==> src/rtl/smi_agg_pkg.sv <==
package smi_agg_pkg;
  localparam int TRAP_BIT  = 0;
  localparam int CODEC_BIT = 1;
  localparam int CH_BASE   = 2;

  typedef enum logic [1:0] {
    RD_NONE   = 2'd0,
    RD_MIRROR = 2'd1,
    RD_CLEAR  = 2'd2
  } rd_kind_e;

  function automatic rd_kind_e decode_read(input logic clr, input logic mir);
    if (clr)      return RD_CLEAR;
    else if (mir) return RD_MIRROR;
    else          return RD_NONE;
  endfunction
endpackage

==> src/rtl/smi_eop_flags.sv <==
module smi_eop_flags #(
  parameter int NUM_CH = 6
) (
  input  logic              clk,
  input  logic              rst,
  input  logic [NUM_CH-1:0] set_i,
  input  logic [NUM_CH-1:0] clr_i,
  output logic [NUM_CH-1:0] flag_q,
  output logic [NUM_CH-1:0] rise_o
);
  for (genvar c = 0; c < NUM_CH; c++) begin : g_flag
    // set has priority over the write-one-to-clear strobe
    always_ff @(posedge clk) begin
      if (rst) flag_q[c] <= 1'b0;
      else     flag_q[c] <= set_i[c] | (flag_q[c] & ~clr_i[c]);
    end
    // an edge only: a pulse onto an already pending flag is not new
    assign rise_o[c] = set_i[c] & ~flag_q[c];
  end
endmodule

==> src/rtl/smi_src_cond.sv <==
module smi_src_cond
  import smi_agg_pkg::*;
#(
  parameter int NUM_CH = 6,
  localparam int STAT_W = CH_BASE + NUM_CH
) (
  input  logic              trap_i,
  input  logic              ser_irq_i,
  input  logic              ser_en_i,
  input  logic              gpio_irq_i,
  input  logic              gpio_en_i,
  input  logic [NUM_CH-1:0] ch_en_i,
  input  logic [NUM_CH-1:0] ch_rise_i,
  input  logic [NUM_CH-1:0] ch_flag_i,
  output logic [STAT_W-1:0] set_o,
  output logic [STAT_W-1:0] hold_o
);
  logic codec_act;
  assign codec_act = (ser_irq_i & ser_en_i) | (gpio_irq_i & gpio_en_i);

  assign set_o[TRAP_BIT]   = trap_i;
  assign hold_o[TRAP_BIT]  = 1'b0;
  assign set_o[CODEC_BIT]  = codec_act;
  assign hold_o[CODEC_BIT] = codec_act;

  for (genvar c = 0; c < NUM_CH; c++) begin : g_ch
    assign set_o[CH_BASE+c]  = ch_en_i[c] & ch_rise_i[c];
    assign hold_o[CH_BASE+c] = ch_flag_i[c];
  end
endmodule

==> src/rtl/smi_stat_reg.sv <==
module smi_stat_reg
  import smi_agg_pkg::*;
#(
  parameter int STAT_W = 8
) (
  input  logic              clk,
  input  logic              rst,
  input  rd_kind_e          rd_kind_i,
  input  logic [STAT_W-1:0] set_i,
  input  logic [STAT_W-1:0] hold_i,
  output logic [STAT_W-1:0] stat_q,
  output logic              req_q
);
  logic [STAT_W-1:0] stat_d;
  logic              clr_rd;

  assign clr_rd = (rd_kind_i == RD_CLEAR);

  for (genvar b = 0; b < STAT_W; b++) begin : g_bit
    logic drop;
    assign drop      = clr_rd & ~hold_i[b];
    assign stat_d[b] = set_i[b] | (stat_q[b] & ~drop);
  end

  always_ff @(posedge clk) begin
    if (rst) begin
      stat_q <= '0;
      req_q  <= 1'b0;
    end else begin
      stat_q <= stat_d;
      req_q  <= |stat_d;
    end
  end
endmodule

==> src/rtl/smi_read_port.sv <==
module smi_read_port
  import smi_agg_pkg::*;
#(
  parameter int STAT_W = 8,
  parameter int DATA_W = 16
) (
  input  logic              clk,
  input  logic              rst,
  input  rd_kind_e          rd_kind_i,
  input  logic [STAT_W-1:0] stat_i,
  output logic [DATA_W-1:0] rd_data_q,
  output logic              rd_valid_q
);
  localparam int PAD_W = DATA_W - STAT_W;

  always_ff @(posedge clk) begin
    if (rst) begin
      rd_data_q  <= '0;
      rd_valid_q <= 1'b0;
    end else begin
      rd_valid_q <= (rd_kind_i != RD_NONE);
      if (rd_kind_i != RD_NONE) rd_data_q <= {{PAD_W{1'b0}}, stat_i};
    end
  end
endmodule

==> src/rtl/smi_status_agg.sv <==
module smi_status_agg
  import smi_agg_pkg::*;
#(
  parameter int NUM_CH = 6,
  parameter int DATA_W = 16
) (
  input  logic              clk,
  input  logic              rst,
  input  logic [NUM_CH-1:0] ch_en,
  input  logic [NUM_CH-1:0] ch_eop_set,
  input  logic [NUM_CH-1:0] ch_eop_clr,
  input  logic              codec_ser_irq,
  input  logic              codec_ser_en,
  input  logic              codec_gpio_irq,
  input  logic              codec_gpio_en,
  input  logic              io_trap,
  input  logic              rd_clear,
  input  logic              rd_mirror,
  output logic [DATA_W-1:0] rd_data,
  output logic              rd_valid,
  output logic [NUM_CH-1:0] eop_pending,
  output logic              smi_req
);
  localparam int STAT_W = CH_BASE + NUM_CH;

  logic [NUM_CH-1:0] ch_rise;
  logic [STAT_W-1:0] set_vec, hold_vec, stat_q;
  rd_kind_e          rd_kind;

  assign rd_kind = decode_read(rd_clear, rd_mirror);

  smi_eop_flags #(.NUM_CH(NUM_CH)) u_flags (
    .clk(clk), .rst(rst), .set_i(ch_eop_set), .clr_i(ch_eop_clr),
    .flag_q(eop_pending), .rise_o(ch_rise)
  );

  smi_src_cond #(.NUM_CH(NUM_CH)) u_cond (
    .trap_i(io_trap), .ser_irq_i(codec_ser_irq), .ser_en_i(codec_ser_en),
    .gpio_irq_i(codec_gpio_irq), .gpio_en_i(codec_gpio_en),
    .ch_en_i(ch_en), .ch_rise_i(ch_rise), .ch_flag_i(eop_pending),
    .set_o(set_vec), .hold_o(hold_vec)
  );

  smi_stat_reg #(.STAT_W(STAT_W)) u_stat (
    .clk(clk), .rst(rst), .rd_kind_i(rd_kind), .set_i(set_vec),
    .hold_i(hold_vec), .stat_q(stat_q), .req_q(smi_req)
  );

  smi_read_port #(.STAT_W(STAT_W), .DATA_W(DATA_W)) u_rd (
    .clk(clk), .rst(rst), .rd_kind_i(rd_kind), .stat_i(stat_q),
    .rd_data_q(rd_data), .rd_valid_q(rd_valid)
  );
endmodule

==> config.mk <==
export PLATFORM = sky130hd
export DESIGN_NAME = smi_status_agg
export DESIGN_NICKNAME = d
export VERILOG_FILES = /design/src/rtl/smi_agg_pkg.sv /design/src/rtl/smi_eop_flags.sv /design/src/rtl/smi_src_cond.sv /design/src/rtl/smi_stat_reg.sv /design/src/rtl/smi_read_port.sv /design/src/rtl/smi_status_agg.sv
export SDC_FILE = /design/constraint.sdc
export NUM_CORES = 1
export LEC_CHECK = 0
export BUFFER_PORTS_ARGS = -buffer_cell sky130_fd_sc_hd__buf_4
export CORE_MARGIN = 2
export CORE_UTILIZATION = 44
export DETAILED_ROUTE_END_ITERATION = 8
export HOLD_SLACK_MARGIN = 0.08
export PLACE_DENSITY = 0.8
export SETUP_SLACK_MARGIN = 0.15
export SYNTH_ARGS = -nofsm -noshare
export SYNTH_HDL_FRONTEND = slang
export SYNTH_SLANG_ARGS = --single-unit
==> constraint.sdc <==
create_clock -name clk -period 1.8 [get_ports clk]
set_input_delay 0 -clock clk [delete_from_list [all_inputs] [get_ports clk]]
set_output_delay 0 -clock clk [all_outputs]
set_load 0.01 [all_outputs]
# After elaboration in Yosys (flattened, before gate mapping)
# Cells that the tools add are included.
[word_totals]
ff_bits = 24
out_inout_bits = 24
wordCells = 86
[op_classes]
n_bitwise = 71
n_mux = 2
n_eq_ne = 1
n_reduce_logical = 2
[op_table]
columns = ["op", "n"]
rows = [
  ["$and 1x1->1", 35],
  ["$not 1->1", 21],
  ["$or 1x1->1", 15],
  ["$reduce_or 8->1", 1],
  ["$eq 2x2->1 const B", 1],
  ["$mux 2", 1],
  ["$reduce_bool 2->1", 1],
  ["$mux 1", 1],
]

# Longest topological paths before layout
[depth]
depth_word = 8
depth_mapped = 5
ltp_nobuf = 4

# Modules after synthesis
# Synthesis repeated with hierarchy kept, for this count alone.
[hier_totals]
cells_unflattened = 137
area_unflattened_um2 = 1206.2
[modules_own_cells]
columns = ["mod", "n_inst", "cells_each", "seq_area_each_um2", "area_per_inst_um2"]
rows = [
  ["smi_read_port", 1, 47, 180.2, 421.7],
  ["smi_stat_reg", 1, 41, 180.2, 412.9],
  ["smi_eop_flags", 1, 30, 120.1, 232.7],
  ["smi_src_cond", 1, 18, 0.0, 125.1],
  ["smi_status_agg", 1, 1, 0.0, 13.8],
]

# Least setup slack after synthesis
# Ideal clock, no wire load.
[synth_timing]
path_kind = "reg2reg"
startpoint = "register u_flags.flag_q[2]"
endpoint = "register u_stat.req_q"
arrival_time_ns = 0.997
setup_slack_ns = 0.667
path_buffers = 0
synth_period_minus_slack_ns = 1.133
path_stages_with_launch = 5
path_cell_list = "dfxtp_1 > or2b_1 > a2bb2oi_1 > and4_1 > a41oi_1"
[synth_via]
elab_chain_cells = 6
elab_cells_between_ends = 8
cone_classes = "bitwise: 7; reduce/logical: 1"
[synth_rtl]
columns = ["element", "line", "rtl"]
rows = [
  ["start, declared", "smi_eop_flags.sv:8", "output logic [NUM_CH-1:0] flag_q,"],
  ["start signal, assigned by index", "smi_eop_flags.sv:15", "else flag_q[c] <= set_i[c] | (flag_q[c] & ~clr_i[c]);"],
  ["$not 1->1 *", "smi_eop_flags.sv:18, smi_stat_reg.sv:21", ""],
  ["$and 1x1->1", "smi_stat_reg.sv:21", "assign drop = clr_rd & ~hold_i[b];"],
  ["$not 1->1", "smi_stat_reg.sv:22", "assign stat_d[b] = set_i[b] | (stat_q[b] & ~drop);"],
  ["$and 1x1->1", "smi_stat_reg.sv:22", ""],
  ["$or 1x1->1 *", "smi_stat_reg.sv:22", ""],
  ["$reduce_or 8->1 *", "smi_stat_reg.sv:31", "req_q <= |stat_d;"],
  ["end signal, assigned", "smi_stat_reg.sv:31", ""],
  ["end, declared", "smi_stat_reg.sv:12", "output logic req_q"],
]
# Every way passes the cells marked *; elsewhere a longest branch is shown, timed or not.
# A chain may end at the register's enable or synchronous reset.

# Worst setup path after layout
[layout_timing]
startpoint = "input codec_gpio_en"
endpoint = "register u_stat.stat_q[1]"
[layout_via]
elab_chain_cells = 7
[layout_rtl]
columns = ["element", "line", "rtl"]
rows = [
  ["start, declared", "smi_status_agg.sv:15", "input logic codec_gpio_en,"],
  ["$and 1x1->1 *", "smi_src_cond.sv:19", "assign codec_act = (ser_irq_i & ser_en_i) | (gpio_irq_i & gpio_en_i);"],
  ["$or 1x1->1 *", "smi_src_cond.sv:19", ""],
  ["$not 1->1", "smi_stat_reg.sv:21", ""],
  ["$and 1x1->1", "smi_stat_reg.sv:21", ""],
  ["$not 1->1", "smi_stat_reg.sv:22", ""],
  ["$and 1x1->1", "smi_stat_reg.sv:22", ""],
  ["$or 1x1->1 *", "smi_stat_reg.sv:22", ""],
  ["end signal, assigned", "smi_stat_reg.sv:30", "stat_q <= stat_d;"],
  ["end, declared", "smi_stat_reg.sv:11", "output logic [STAT_W-1:0] stat_q,"],
]
# Marks and branches as above.

==> metrics list <==
- The run finished with clean final reports.
- The critical path is of the input pin to flip-flop type.
* Critical path endpoint category: flip-flop
- Yosys printed 0 warnings.
- Summed over all cells, the static leakage comes to 0.726 nW.
* Number of H-tree branching levels: 1
* Yosys reg bits: 24
- The HPWL after detailed placement is between 1500 and 2000 µm.
- The biggest area contributor in the post-synthesis netlist is dfxtp_1.
- Setup violations remaining at the end of the flow were counted as 0.
- Total of fill cells in the finished design: between 150 and 200
* Maximum vdd ir drop: about 0.47 mV
- Initial core utilization: 0.476
- Mean Syn Cell Area: 8.51 µm²
- After detailed routing, the total wire length is 2380 µm.
- Antenna cells: 0
- Vias in the first global route: 944
- Grouping stages by cell kind, the critical path spends the most delay in buffers and inverters.
* Root Driver: clkbuf_4
- Post-DR wirelength/cell: 11.6 µm
- Yosys mapped a number of flops with a built-in enable equal to 0.
* Total Nets Final: 207
- The later pin in the worst-skew pair is clocked with a latency of just over 0.3 ns.
- Once detail routing completed, the nets flagged for antenna violations numbered 0.
- Final cell utilization of the core: 0.762
- Core Area: 2020 µm²
- The die is ~51 µm wide.
* Setup Fix Bufs, Post-CTS: 0
- Aggregate global routing overflow: 0
- Worst slack after detailed placement: a little over 0.6 ns
- The tool flagged a number of max-cap violations equal to 0.
* Critical path's most frequent cell: dlygate4sd3_1
- After clock tree synthesis, the clock-pin slew on the worst setup and hold paths is approximately 0.13 ns.
- The initial antenna violation count came to 0.
- Maximum count of clock buffers along a single path: 2
- Pwr per Cell Area: 698 nW/µm²
- The clock period could shrink to 1.48 ns.
- The largest individual stage delay along the critical path comes from the cell dlygate4sd3_1.
- Iter 0 DRT Violations: 25
- The area growth from synthesis to layout is 60.2%.
* DRC: 0
- Die ar.: ~2600 µm²
- Detail-routed via count per cell: 4.74
* Period Utilization, post-route: 0.824
* Clock Skews: 0.00490 ns
* Hold Crit Class: input pin to flip-flop
- In this run the tool buffered the top-level ports with 42 buffer cells.
* Post-synthesis instance area: ~960 µm²
- Summed over all failing endpoints, the final setup total negative slack is 0 ns.
* Final max-slew violation count: 0
- The die is 50.8 µm tall.
- Count of TritonRoute iterations in the first routing pass: 5
* TritonCTS Buffers: 3
- Hold violation count in the final report: 0
- Peak clock frequency supported by timing: 674 MHz
- The critical path contains buffers and inverters numbering 3 combined.
- The clock net in this run drives a total of 24 sinks.
- During I/O placement, the number of pins put on the boundary was 51.
- Sorting the synthesized cells by how often they occur yields 24 x dfxtp_1, 15 x a21oi_1, 15 x nor2_1.
- Among all flip-flop cells after synthesis, the most frequent one is dfxtp_1.
* First-pass GRT wire length: 3860 µm
- Global Route Usage Sum: 0.196
- After layout, the worst setup slack is 0.317 ns.
* Worst path cell trace: dlygate4sd3_1 -> buf_4 -> a222oi_1 -> dlygate4sd3_1 -> nor2_1
- After synthesis, the share of flip-flops with an asynchronous set or reset is 0.
* Maximum number of pins on one net before global-route repair: 25
* Synth top area cells: dfxtp_1 50%, a21oi_1 7.8%, buf_4 6.2%
* CTS resizes: 0
- For the worst setup path, the data arrival time is roughly 1.7 ns.
- Overall via count from detail_route: 977
- Fraction of layout instances using a drive strength above 1: 0.279
- Hold Worst Slack: 0.114 ns
* Critical Path Fanout Max: 2
* Most instantiated library cell after synthesis: dfxtp_1
- The initialized floorplan defines 16 standard-cell rows.
* Weighted congestion at the end of routability-driven global placement: 0.771
- The number of hold buffers added after CTS was 25.
- The share of synthesized area in the top cell type comes to 0.499.
- Maximum single-stage delay on the critical path: 0.62 ns
- Setup repair after global routing left no endpoint under its margin.
* Clock tree from TritonCTS: built
- Worst endpoint required time: between 2 and 2.5 ns
* Number of library cell types mapped by synthesis: 21
- Setup crit start kind: input pin
* Post-Synthesis Cells: 113
- Seq/Total Area, Yosys: 0.499
[area by class of cell]
cell class / count / area [µm²] / area share
Timing Repair Buffer: 67 / 566 / 0.367
Sequential cell: 24 / 480 / 0.312
Multi-Input combinational cell: 77 / 399 / 0.259
Clock buffer: 4 / 36.3 / 0.0235
Tap cell: 27 / 33.8 / 0.0219
Inverter: 7 / 26.3 / 0.0170
[registers in the layout, summed over array words and instances, names as in the netlist]
signal           count
u_stat.req_q         1
u_flags.flag_q       6
u_stat.stat_q        8
u_rd.rd_valid_q      1
u_rd.rd_data_q       8
[path summary, 6_finish.rpt]
kind                                         from                 to  slack [ns]  cells past startpoint
worst min register to register  u_rd.rd_data_q[3]  u_rd.rd_data_q[3]        0.46                      2
worst min-delay path                     rd_clear   u_stat.stat_q[5]        0.11                      4
worst max-delay path                codec_gpio_en   u_stat.stat_q[1]        0.32                      5
worst max register to register   u_stat.stat_q[1]   u_stat.stat_q[1]        0.36                      3
[layout by cell type, fill, tap and decap left out]
master / instances
dfxtp_1: 24
nor2_2: 1
dlygate4sd3_1: 25
a21oi_1: 15
and4_1: 1
a2bb2oi_2: 2
conb_1: 8
or2b_1: 4
nand2_1: 14
nand2b_1: 1
a222oi_1: 1
a2bb2oi_1: 3
nor2_1: 15
o21a_1: 1
inv_1: 6
buf_4: 42
clkbuf_4: 3
clkbuf_8: 1
inv_2: 1
a41oi_1: 1
and2_1: 1
o21ai_0: 9
[worst reg2reg max path, cell delays in order (launching register included)]
cell	delay, ns
dfxtp_1	0.34
a222oi_1	0.35
dlygate4sd3_1	0.62
nor2_1	0.04
[per-layer routing]
layer  vias up  GRT usage  routed length, µm
met5         -          0                  0
met3         2     0.0298                143
met4         0     0.0541                 16
met2        39      0.379               1270
met1       447      0.220                957
li1        489          -                  -
[cells by family after synthesis]
| logic type | share of synthesized area |
|---|---|
| compound gates | 0.211 |
| flops | 0.499 |
| buf+inv | 0.113 |
| other cells | 0.00390 |
| simple gates | 0.173 |
[report_power, final]
| group | internal, mW | leakage [nW] | switching (mW) |
|---|---|---|---|
| Sequential | 0.561 | 0.198 | 0.0204 |
| Combinational | 0.132 | 0.507 | 0.0873 |
| Clock | 0.123 | 0.0210 | 0.153 |
| Total | 0.816 | 0.726 | 0.260 |
[per-stage QoR]
stage	std cells	instance area, µm²	total power [mW]
5_1_grt	206	1540	1.12
2_1_floorplan	120	988	0.687
4_1_cts	206	1540	1.08
3_5_place_dp	177	1250	0.763
3_3_place_gp	177	1250	0.756
6_report	206	1540	1.08
(Power assumes the default switching activity.)
